--- config.mk ---
export PLATFORM = sky130hd
export DESIGN_NAME = cop2_dispatch
export DESIGN_NICKNAME = d
export VERILOG_FILES = /design/src/rtl/cop2_dispatch.sv
export SDC_FILE = /design/constraint.sdc
export NUM_CORES = 1
export LEC_CHECK = 0
export ABC_AREA = 1
export BUFFER_PORTS_ARGS = -buffer_cell sky130_fd_sc_hd__buf_2
export CORE_AREA = 2 2 243 245
export CTS_BUF_LIST = sky130_fd_sc_hd__clkbuf_8
export CTS_CLUSTER_SIZE = 28
export DETAILED_ROUTE_END_ITERATION = 10
export DIE_AREA = 0 0 245 247
export GPL_ROUTABILITY_DRIVEN = 0
export PLACE_DENSITY_LB_ADDON = 0.25
export SLEW_MARGIN = 5
export SYNTH_ARGS = -nofsm -noshare
export SYNTH_HDL_FRONTEND = slang
export SYNTH_SLANG_ARGS = --single-unit
--- constraint.sdc ---
create_clock -name clk -period 2.1 [get_ports clk]
set_input_delay 0.42 -clock clk [delete_from_list [all_inputs] [get_ports clk]]
set_output_delay 0.42 -clock clk [all_outputs]
set_load 0.005 [all_outputs]
--- src/rtl/cop2_dispatch.sv ---
module cop2_dispatch #(
  parameter int CALL_ADDR_REG = 27
) (
  input  logic         clk,
  input  logic         rst_n,
  input  logic         ins_valid,
  input  logic [31:0]  ins_word,
  input  logic [127:0] ins_gpr,
  output logic         ins_ready,
  output logic         wb_valid,
  output logic [4:0]   wb_rt,
  output logic [127:0] wb_data,
  output logic         exc_resv,
  input  logic         cop_busy,
  input  logic         cop_q_busy,
  input  logic         cop_ilock_rel,
  output logic         issue_valid,
  output logic [31:0]  issue_upper,
  output logic [31:0]  issue_lower,
  output logic         acc_valid,
  output logic         acc_write,
  output logic [1:0]   acc_kind,
  output logic [4:0]   acc_idx,
  output logic [127:0] acc_wdata,
  input  logic [127:0] acc_rdata
);
  localparam logic [4:0]  CAR      = 5'(CALL_ADDR_REG);
  localparam logic [31:0] UP_NOP   = 32'h400002FF;
  localparam logic [31:0] LO_NOP   = 32'h8000033C;
  localparam logic [1:0]  K_CTRL   = 2'd0;
  localparam logic [1:0]  K_VEC    = 2'd1;
  localparam logic [1:0]  K_START  = 2'd2;

  typedef enum logic [2:0] {
    S_IDLE, S_DEC, S_REL, S_QW, S_IW, S_CALLW, S_DONE
  } st_t;

  st_t          st, st_n;
  logic [25:0]  ir;
  logic [127:0] gpr;
  logic [31:0]  call_addr;

  logic [4:0] fmt, sub;
  logic [5:0] fn;
  assign fmt = ir[25:21];
  assign sub = ir[10:6];
  assign fn  = ir[5:0];

  logic c_vrd, c_crd, c_vwr, c_cwr, is_rd, is_wr, is_mv;
  logic c_wait, c_call0, c_call1, c_up, c_lo, c_pair, c_bad, need_idle;
  assign c_vrd  = fmt == 5'h01;
  assign c_crd  = fmt == 5'h02 && ir[10:1] == 10'd0;
  assign c_vwr  = fmt == 5'h05;
  assign c_cwr  = fmt == 5'h06 && ir[10:1] == 10'd0;
  assign is_rd  = c_vrd | c_crd;
  assign is_wr  = c_vwr | c_cwr;
  assign is_mv  = is_rd | is_wr;
  assign c_wait  = !is_mv && ir[10:0] == 11'h3BF;
  assign c_call0 = !is_mv && !c_wait && fn == 6'h38;
  assign c_call1 = !is_mv && !c_wait && fn == 6'h39;
  assign c_up    = !is_mv && !c_wait &&
                   (fn < 6'h30 || (fn >= 6'h3C && sub < 5'h0C));
  assign c_lo    = !is_mv && !c_wait && !c_up &&
                   ((fn >= 6'h30 && fn <= 6'h35) || (fn >= 6'h3C && sub >= 5'h0C));
  assign c_pair    = c_up | c_lo;
  assign need_idle = c_call0 | c_call1 | c_pair;
  assign c_bad     = !is_mv && !c_wait && !need_idle;

  logic go_exec, rd_go, wr_go, call0_go, call1_rd, callw;
  assign go_exec  = need_idle && (st == S_DEC || st == S_IW) && !cop_busy;
  assign rd_go    = st == S_DEC && is_rd;
  assign wr_go    = is_wr && ((st == S_DEC && !(cop_busy && ir[0])) ||
                              (st == S_REL && cop_ilock_rel));
  assign call0_go = c_call0 && go_exec;
  assign call1_rd = c_call1 && go_exec;
  assign callw    = st == S_CALLW;

  st_t exec_dest;
  assign exec_dest = c_call1 ? S_CALLW : (c_pair ? S_DONE : S_IDLE);

  always_comb begin
    st_n = st;
    unique case (st)
      S_IDLE:  if (ins_valid) st_n = S_DEC;
      S_DEC: begin
        if (is_rd)           st_n = S_IDLE;
        else if (is_wr)      st_n = wr_go ? S_IDLE : S_REL;
        else if (c_wait)     st_n = cop_q_busy ? S_QW : S_IDLE;
        else if (need_idle)  st_n = cop_busy ? S_IW : exec_dest;
        else                 st_n = S_IDLE;
      end
      S_REL:   if (cop_ilock_rel) st_n = S_IDLE;
      S_QW:    if (!cop_q_busy)   st_n = S_IDLE;
      S_IW:    if (!cop_busy)     st_n = exec_dest;
      S_CALLW: st_n = S_IDLE;
      S_DONE:  if (!cop_busy)     st_n = S_IDLE;
      default: st_n = S_IDLE;
    endcase
  end

  always_ff @(posedge clk) begin
    if (!rst_n) begin
      st        <= S_IDLE;
      ir        <= '0;
      gpr       <= '0;
      call_addr <= '0;
    end else begin
      st <= st_n;
      if (st == S_IDLE && ins_valid) begin
        ir  <= ins_word[25:0];
        gpr <= ins_gpr;
      end
      if (call1_rd) call_addr <= acc_rdata[31:0];
    end
  end

  assign ins_ready = st == S_IDLE;
  assign exc_resv  = st == S_DEC && c_bad;

  assign wb_valid = rd_go;
  assign wb_rt    = ir[20:16];
  assign wb_data  = c_vrd ?
    {acc_rdata[31:0], acc_rdata[63:32], acc_rdata[95:64], acc_rdata[127:96]} :
    {64'd0, {32{acc_rdata[31]}}, acc_rdata[31:0]};

  assign issue_valid = c_pair && go_exec;
  assign issue_upper = c_up ? (32'h40000000 | {7'd0, ir[24:0]}) : UP_NOP;
  assign issue_lower = c_up ? LO_NOP : (32'h10000000 | {7'd0, ir[24:0]});

  assign acc_valid = rd_go | wr_go | call0_go | call1_rd | callw;
  assign acc_write = wr_go | call0_go | callw;
  assign acc_kind  = (call0_go | callw) ? K_START :
                     ((c_vrd | c_vwr) && !call1_rd) ? K_VEC : K_CTRL;
  assign acc_idx   = call1_rd ? CAR : ((call0_go | callw) ? 5'd0 : ir[15:11]);

  always_comb begin
    if (callw)         acc_wdata = {96'd0, call_addr};
    else if (call0_go) acc_wdata = {113'd0, ir[20:6]};
    else if (c_vwr)    acc_wdata = {gpr[31:0], gpr[63:32], gpr[95:64], gpr[127:96]};
    else               acc_wdata = {96'd0, gpr[31:0]};
  end
endmodule

# [After elaboration in Yosys (flattened, before gate mapping)]
# Index checks and enable logic that the tools add are counted.
[classes] n_addsub=0 mul=0 div_mod_pow=0 magnitude_cmp=6 eq_ne=18 n_shift=0 mux=25 n_bitwise=14 n_reduce_logical=40
[op_table] cell="$mux 128" count=4
[op_table] cell="$mux 3" count=12
[op_table] cell="$mux 32" count=1
[op_table] cell="$logic_and 1x1->1" count=26
[op_table] cell="$mux 25" count=1
[op_table] cell="$pmux 3 s6" count=1
[op_table] cell="$or 1x1->1" count=14
[op_table] cell="$eq 6x6->1 const B" count=2
[op_table] cell="$ge 6x6->1 const B" count=2
[op_table] cell="$eq 11x10->1 const B" count=1
[op_table] cell="$eq 5x3->1 const B" count=2
[op_table] cell="$logic_not 10->1" count=1
[op_table] cell="$mux 5" count=2
[op_table] cell="$ne 2x2->1 const B" count=5
[op_table] cell="$eq 3x3->1 const B" count=3
[op_table] cell="$logic_not 1->1" count=7
[op_table] cell="$eq 3x2->1 const B" count=2
[op_table] cell="$le 6x6->1 const B" count=1
[op_table] cell="$lt 6x6->1 const B" count=1
[op_table] cell="$mux 2" count=3
[op_table] cell="$eq 5x1->1 const B" count=1
[op_table] cell="$eq 5x2->1 const B" count=1
[op_table] cell="$ge 5x4->1 const B" count=1
[op_table] cell="$lt 5x4->1 const B" count=1
[op_table] cell="5 further kinds" count=8
[totals] regBits=189 latchBits=0 ram_bits=0 mem_bits_ro=0 input_bits=294 output_inout_bits=338 wordCells=107 n_memories=0

# [Longest topological paths before layout]
[depth] ltp_word=21 mapped_depth=17 ltp_nobuf=16

# [Worst setup path after synthesis]
# Ideal clock, no wire load.
[synth_timing] path_type="register -> output" start="register st[2]" end="output acc_wdata[24]" arrival_time_ps=1751 required_time_ps=1680 slack_ps=-71 path_stages_with_launch=11 n_path_buf=3 path_cell_list="dfxtp_1 buf_2 inv_1 nor2_1 nor2_1 nor2_2 nand2_2 nand2_1 buf_4 buf_4 o22ai_1"
[synth_between] elab_chain_cells=7 elab_cells_between_ends=9 cone_classes="3 x eq/ne; 2 x mux; 4 x reduce/logical"
[synth_rtl] item="from (decl)" line="38" rtl="st_t st, st_n;"
[synth_rtl] item="from (signal assigned)" line="108" rtl="st <= st_n;"
[synth_rtl] item="$eq 3x1->1 or $eq 3x3->1 (tied branches)" line="70" rtl="assign go_exec = need_idle && (st == S_DEC || st == S_IW) && !cop_busy;"
[synth_rtl] item="$logic_or 1x1->1" line="70"
[synth_rtl] item="$logic_and 1x1->1 (2 in a row)" line="70"
[synth_rtl] item="$logic_and 1x1->1" line="74" rtl="assign call0_go = c_call0 && go_exec;"
[synth_rtl] item="$mux 128" line="138" rtl="else if (call0_go) acc_wdata = {113'd0, ir[20:6]};"
[synth_rtl] item="$mux 128 (*)" line="137" rtl="if (callw) acc_wdata = {96'd0, call_addr};"
[synth_rtl] item="to (decl)" line="24" rtl="output logic [127:0] acc_wdata,"
# Every way passes the cells marked *; elsewhere a longest branch is shown, timed or not.

# [Final worst setup path]
[layout_timing] start="register ir[25]" end="output acc_wdata[89]"
[layout_between] elab_chain_cells=19 elab_cells_between_ends=28 cone_classes="4 x eq/ne; 3 x mux; 6 x bitwise; 15 x reduce/logical"
[layout_rtl] item="from (decl)" line="39" rtl="logic [25:0] ir;"
[layout_rtl] item="from (signal assigned)" line="110" rtl="ir <= ins_word[25:0];"
[layout_rtl] item="$eq 5x2->1 or $eq 5x3->1 (tied branches)" line="52, 54"
[layout_rtl] item="$logic_and 1x1->1 (on tied branches)" line="52, 54"
[layout_rtl] item="$or 1x1->1 (on tied branches)" line="55, 56"
[layout_rtl] item="$or 1x1->1" line="57" rtl="assign is_mv = is_rd | is_wr;"
[layout_rtl] item="$logic_not 1->1"
[layout_rtl] item="$logic_and 1x1->1" line="58" rtl="assign c_wait = !is_mv && ir[10:0] == 11'h3BF;"
[layout_rtl] item="$logic_not 1->1"
[layout_rtl] item="$logic_and 1x1->1"
[layout_rtl] item="$logic_and 1x1->1" line="61" rtl="assign c_up = !is_mv && !c_wait &&"
[layout_rtl] item="$logic_not 1->1" line="63" rtl="assign c_lo = !is_mv && !c_wait && !c_up &&"
[layout_rtl] item="$logic_and 1x1->1 (2 in a row)" line="63"
[layout_rtl] item="$or 1x1->1" line="65" rtl="assign c_pair = c_up | c_lo;"
[layout_rtl] item="$or 1x1->1" line="66" rtl="assign need_idle = c_call0 | c_call1 | c_pair;"
[layout_rtl] item="$logic_and 1x1->1 (2 in a row)" line="70"
[layout_rtl] item="$logic_and 1x1->1" line="74"
[layout_rtl] item="$mux 128 (*)" line="138"
[layout_rtl] item="$mux 128 (*)" line="137"
# Marked as above.

==> results.sh <==
export IMPL_cts_made_buffers=17
export IMPL_hp_start="acc_rdata[18]"
export IMPL_antenna_found_initial=15
export IMPL_wl_per_cell_um=19.7
export IMPL_grt_pass1_wl_mm=81.0
export IMPL_synth_area_leaders="dfxtp_1, a21oi_1, inv_1"
export IMPL_yosys_area_top_type="dfxtp_1"
export IMPL_drt_first_pass_iters=4
export IMPL_dieHeight_um=247
export IMPL_grt_pass1_vias=12600
export IMPL_skew_ps=24.3
export IMPL_fp_coreArea_mm2=0.0582
export IMPL_die_w_um=245
export IMPL_crit_fanout=8
export IMPL_irDropWorstVdd_uv=571
export IMPL_cts_buffer_depth=2
export IMPL_relSlewSlack_pct=47.2
export IMPL_synth_edff_count=0
export IMPL_netlist_area_mm2=0.0102
export IMPL_viasPerCell=4.40
export IMPL_yosysWarningCount=0
export IMPL_synthFlopType="dfxtp_1"
export IMPL_synthArstFlopShare_pct=0
export IMPL_tightest_slew_ps=791
export IMPL_rrSetupSlack_ps=-240
export IMPL_hold_viol=0
export IMPL_hold_worst_slack_ps=108
export IMPL_area_growth_pct=86.0
export IMPL_ios=632
export IMPL_post_route_util_pct=32.7
export IMPL_hp_class="in -> reg"
export IMPL_placed_area_mm2=0.0151
export IMPL_ant_nets=0
export IMPL_cp_data_arrival_time_ps=2650
export IMPL_p_leak_nw=9.36
export IMPL_endpoint_kind="output pin"
export IMPL_syn_inst=1612
export IMPL_min_to="call_addr[18]$_SDFFE_PN0P_"
export IMPL_fmax_mhz=326
export IMPL_worstPathRequired_ps=1680
export IMPL_ys_ff_latch=189
export IMPL_outcome="finished, violations left"
export IMPL_nets=2602
export IMPL_grt_start_max_net_pins=178
export IMPL_maxSlewViolCount=0
export IMPL_violations="setup timing"
export IMPL_std_cell_rows=89
export IMPL_drt_iter0_drc=569
export IMPL_setup_ws_ps=-972
export IMPL_portBuffers=613
export IMPL_cts_root_buf="clkbuf_8"
export IMPL_maxCapViolCount=0
export IMPL_dpl_hpwl_mm=43.5
export IMPL_cts_tree="done"
export IMPL_cts_num_sinks=189
export IMPL_drc=0
export IMPL_initial_core_util_pct=17.6
export IMPL_synth_top_area_share_pct=36.9
export IMPL_cp_start_kind="register"
export IMPL_crit_type="reg -> out"
export IMPL_die_area_mm2=0.0605
export IMPL_synth_distinct_cells=31
export IMPL_setup_viol_count_final=353
export IMPL_wl_mm=61.0
export IMPL_insertion_delay_ps=570
export IMPL_reg2reg_depth=18
export IMPL_finalInstanceArea_mm2=0.0191
export IMPL_layout_drive_gt1_share_pct=50.7
export IMPL_period_share_pct=146
export IMPL_n_fill_cell=6242
export IMPL_avgSynthCellArea_um2=6.36
export IMPL_ctsHoldBuffers=0
export IMPL_hold_path_cell_count=3
export IMPL_clk_pin_slew_ps=120
export IMPL_vias=13600
export IMPL_period_needed_ps=3070
export IMPL_seq_area_frac_synth_pct=36.9
export IMPL_rsz0062_at_grt="true"
export IMPL_htreeDepth=4
export IMPL_power_density_mw_per_mm2=1000
export IMPL_gr_total_overflow=0
export IMPL_r2r_start="ir[25]$_SDFFE_PN0P_"
export IMPL_r2r_end="call_addr[23]$_SDFFE_PN0P_"
export IMPL_grtUsageTotal_pct=18.2
cells in the final DEF, fill, tap and decap left out, types with 12 or more instances in the layout:
cell / instances
buf_16: 22
buf_2: 594
o21ai_1: 15
nand3_1: 38
inv_1: 259
nand4_1: 17
nor3_4: 55
nor2_4: 55
a21oi_1: 186
buf_8: 13
a21oi_2: 15
nor2_1: 93
nand2_4: 15
clkbuf_16: 18
o211ai_1: 15
buf_4: 97
nand2_1: 174
conb_1: 12
nor2_2: 37
buf_12: 31
nor3_2: 45
dfxtp_1: 175
buf_6: 36
nand2_2: 21
clkbuf_8: 18
o21ai_0: 147
inv_2: 14
worst max-delay path by stage:
stage,depth (start not counted),slack [ps],end,startpoint
after detailed placement,8,-530,acc_wdata[17],ir[24]$_SDFFE_PN0P_
after floorplan,16,-20,acc_idx[2],ir[2]$_SDFFE_PN0P_
after global routing,16,-1120,acc_wdata[89],ir[5]$_SDFFE_PN0P_
final,16,-970,acc_wdata[89],ir[25]$_SDFFE_PN0P_
after CTS,15,-1000,acc_wdata[10],ir[25]$_SDFFE_PN0P_
after global placement,8,-490,acc_wdata[17],ir[24]$_SDFFE_PN0P_
critical path, stage by stage (launching register included):
cell and delay [ps]:
dfxtp_2 350, buf_6 120, nor2_4 150, nand3_4 120, nand2_4 100, nor2_4 40, nand2_2 60, inv_2 50
nand2_4 80, inv_6 50, nand2_8 90, nand2_8 100, buf_16 210, buf_12 150, buf_16 120, nor3_2 100
buf_2 140
cell usage after synthesis, drive strengths merged, types with 2 or more instances:
cell	count
nor2	185
nor3	102
nand3	44
conb	2
inv	274
o211ai	15
clkinv	3
nand4	18
buf	43
clkbuf	103
nand2	213
dfxtp	189
o21ai	178
o22ai	17
a21oi	207
a31oi	16
sequential cells by signal, indices dropped and copies added (netlist names):
name	cells
call_addr	32
gpr	128
ir	26
st	3
cell families (layout without fill, tap and decap cells):
kind of cell	count (synthesis)	count (layout)	synth area share [%]
other	2	19	0.0733
AO/OA/AOI/OAI	434	434	22.0
AND/OR/NAND/NOR	564	565	23.7
buffers and inverters	423	1121	17.3
flip-flops	189	189	36.9
per-stage QoR:
step	TNS [ps]	setup WS, ps	power, mW	cells
floorplan	-219	-24.7	8.97	1622
global placement	-72500	-485	12.8	2974
detailed placement	-73880	-527	12.9	2974
CTS	-238390	-1000	17.6	3047
global route	-290170	-1120	20.3	3100
finish	-241430	-972	19.1	3101
metal layers:
layer	wire (um)	part of all wire, %	GRT usage [%]
met1	25600	42	22.9
met2	30000	49	30.2
met3	3590	5.9	3.84
met4	1800	3.0	6.99
met5	35	0.057	0
power by group:
| group | internal, mW | leakage [nW] | switching [mW] |
|---|---|---|---|
| combinational | 4.86 | 7.57 | 6.39 |
| sequential | 4.51 | 1.56 | 0.412 |
| clock | 1.45 | 0.233 | 1.51 |
area by class of cell:
class	instances	area [um^2]	area share, %
multi-input combinational	1011	6730	35.3
timing repair buffer	812	6010	31.5
sequential	189	3810	20.0
inverter	277	1060	5.55
tap	773	967	5.08
clock buffer	18	248	1.30
clock inverter	14	213	1.12
antenna	7	17.5	0.0919
what timing repair did:
item,4_1_cts,5_1_grt
endpoints found under the setup margin,354,354
cloned,18,24
gates resized for setup,213,293
setup buffers,23,27
pin swaps,14,18
Note: power is estimated with default switching activity, not from simulation.
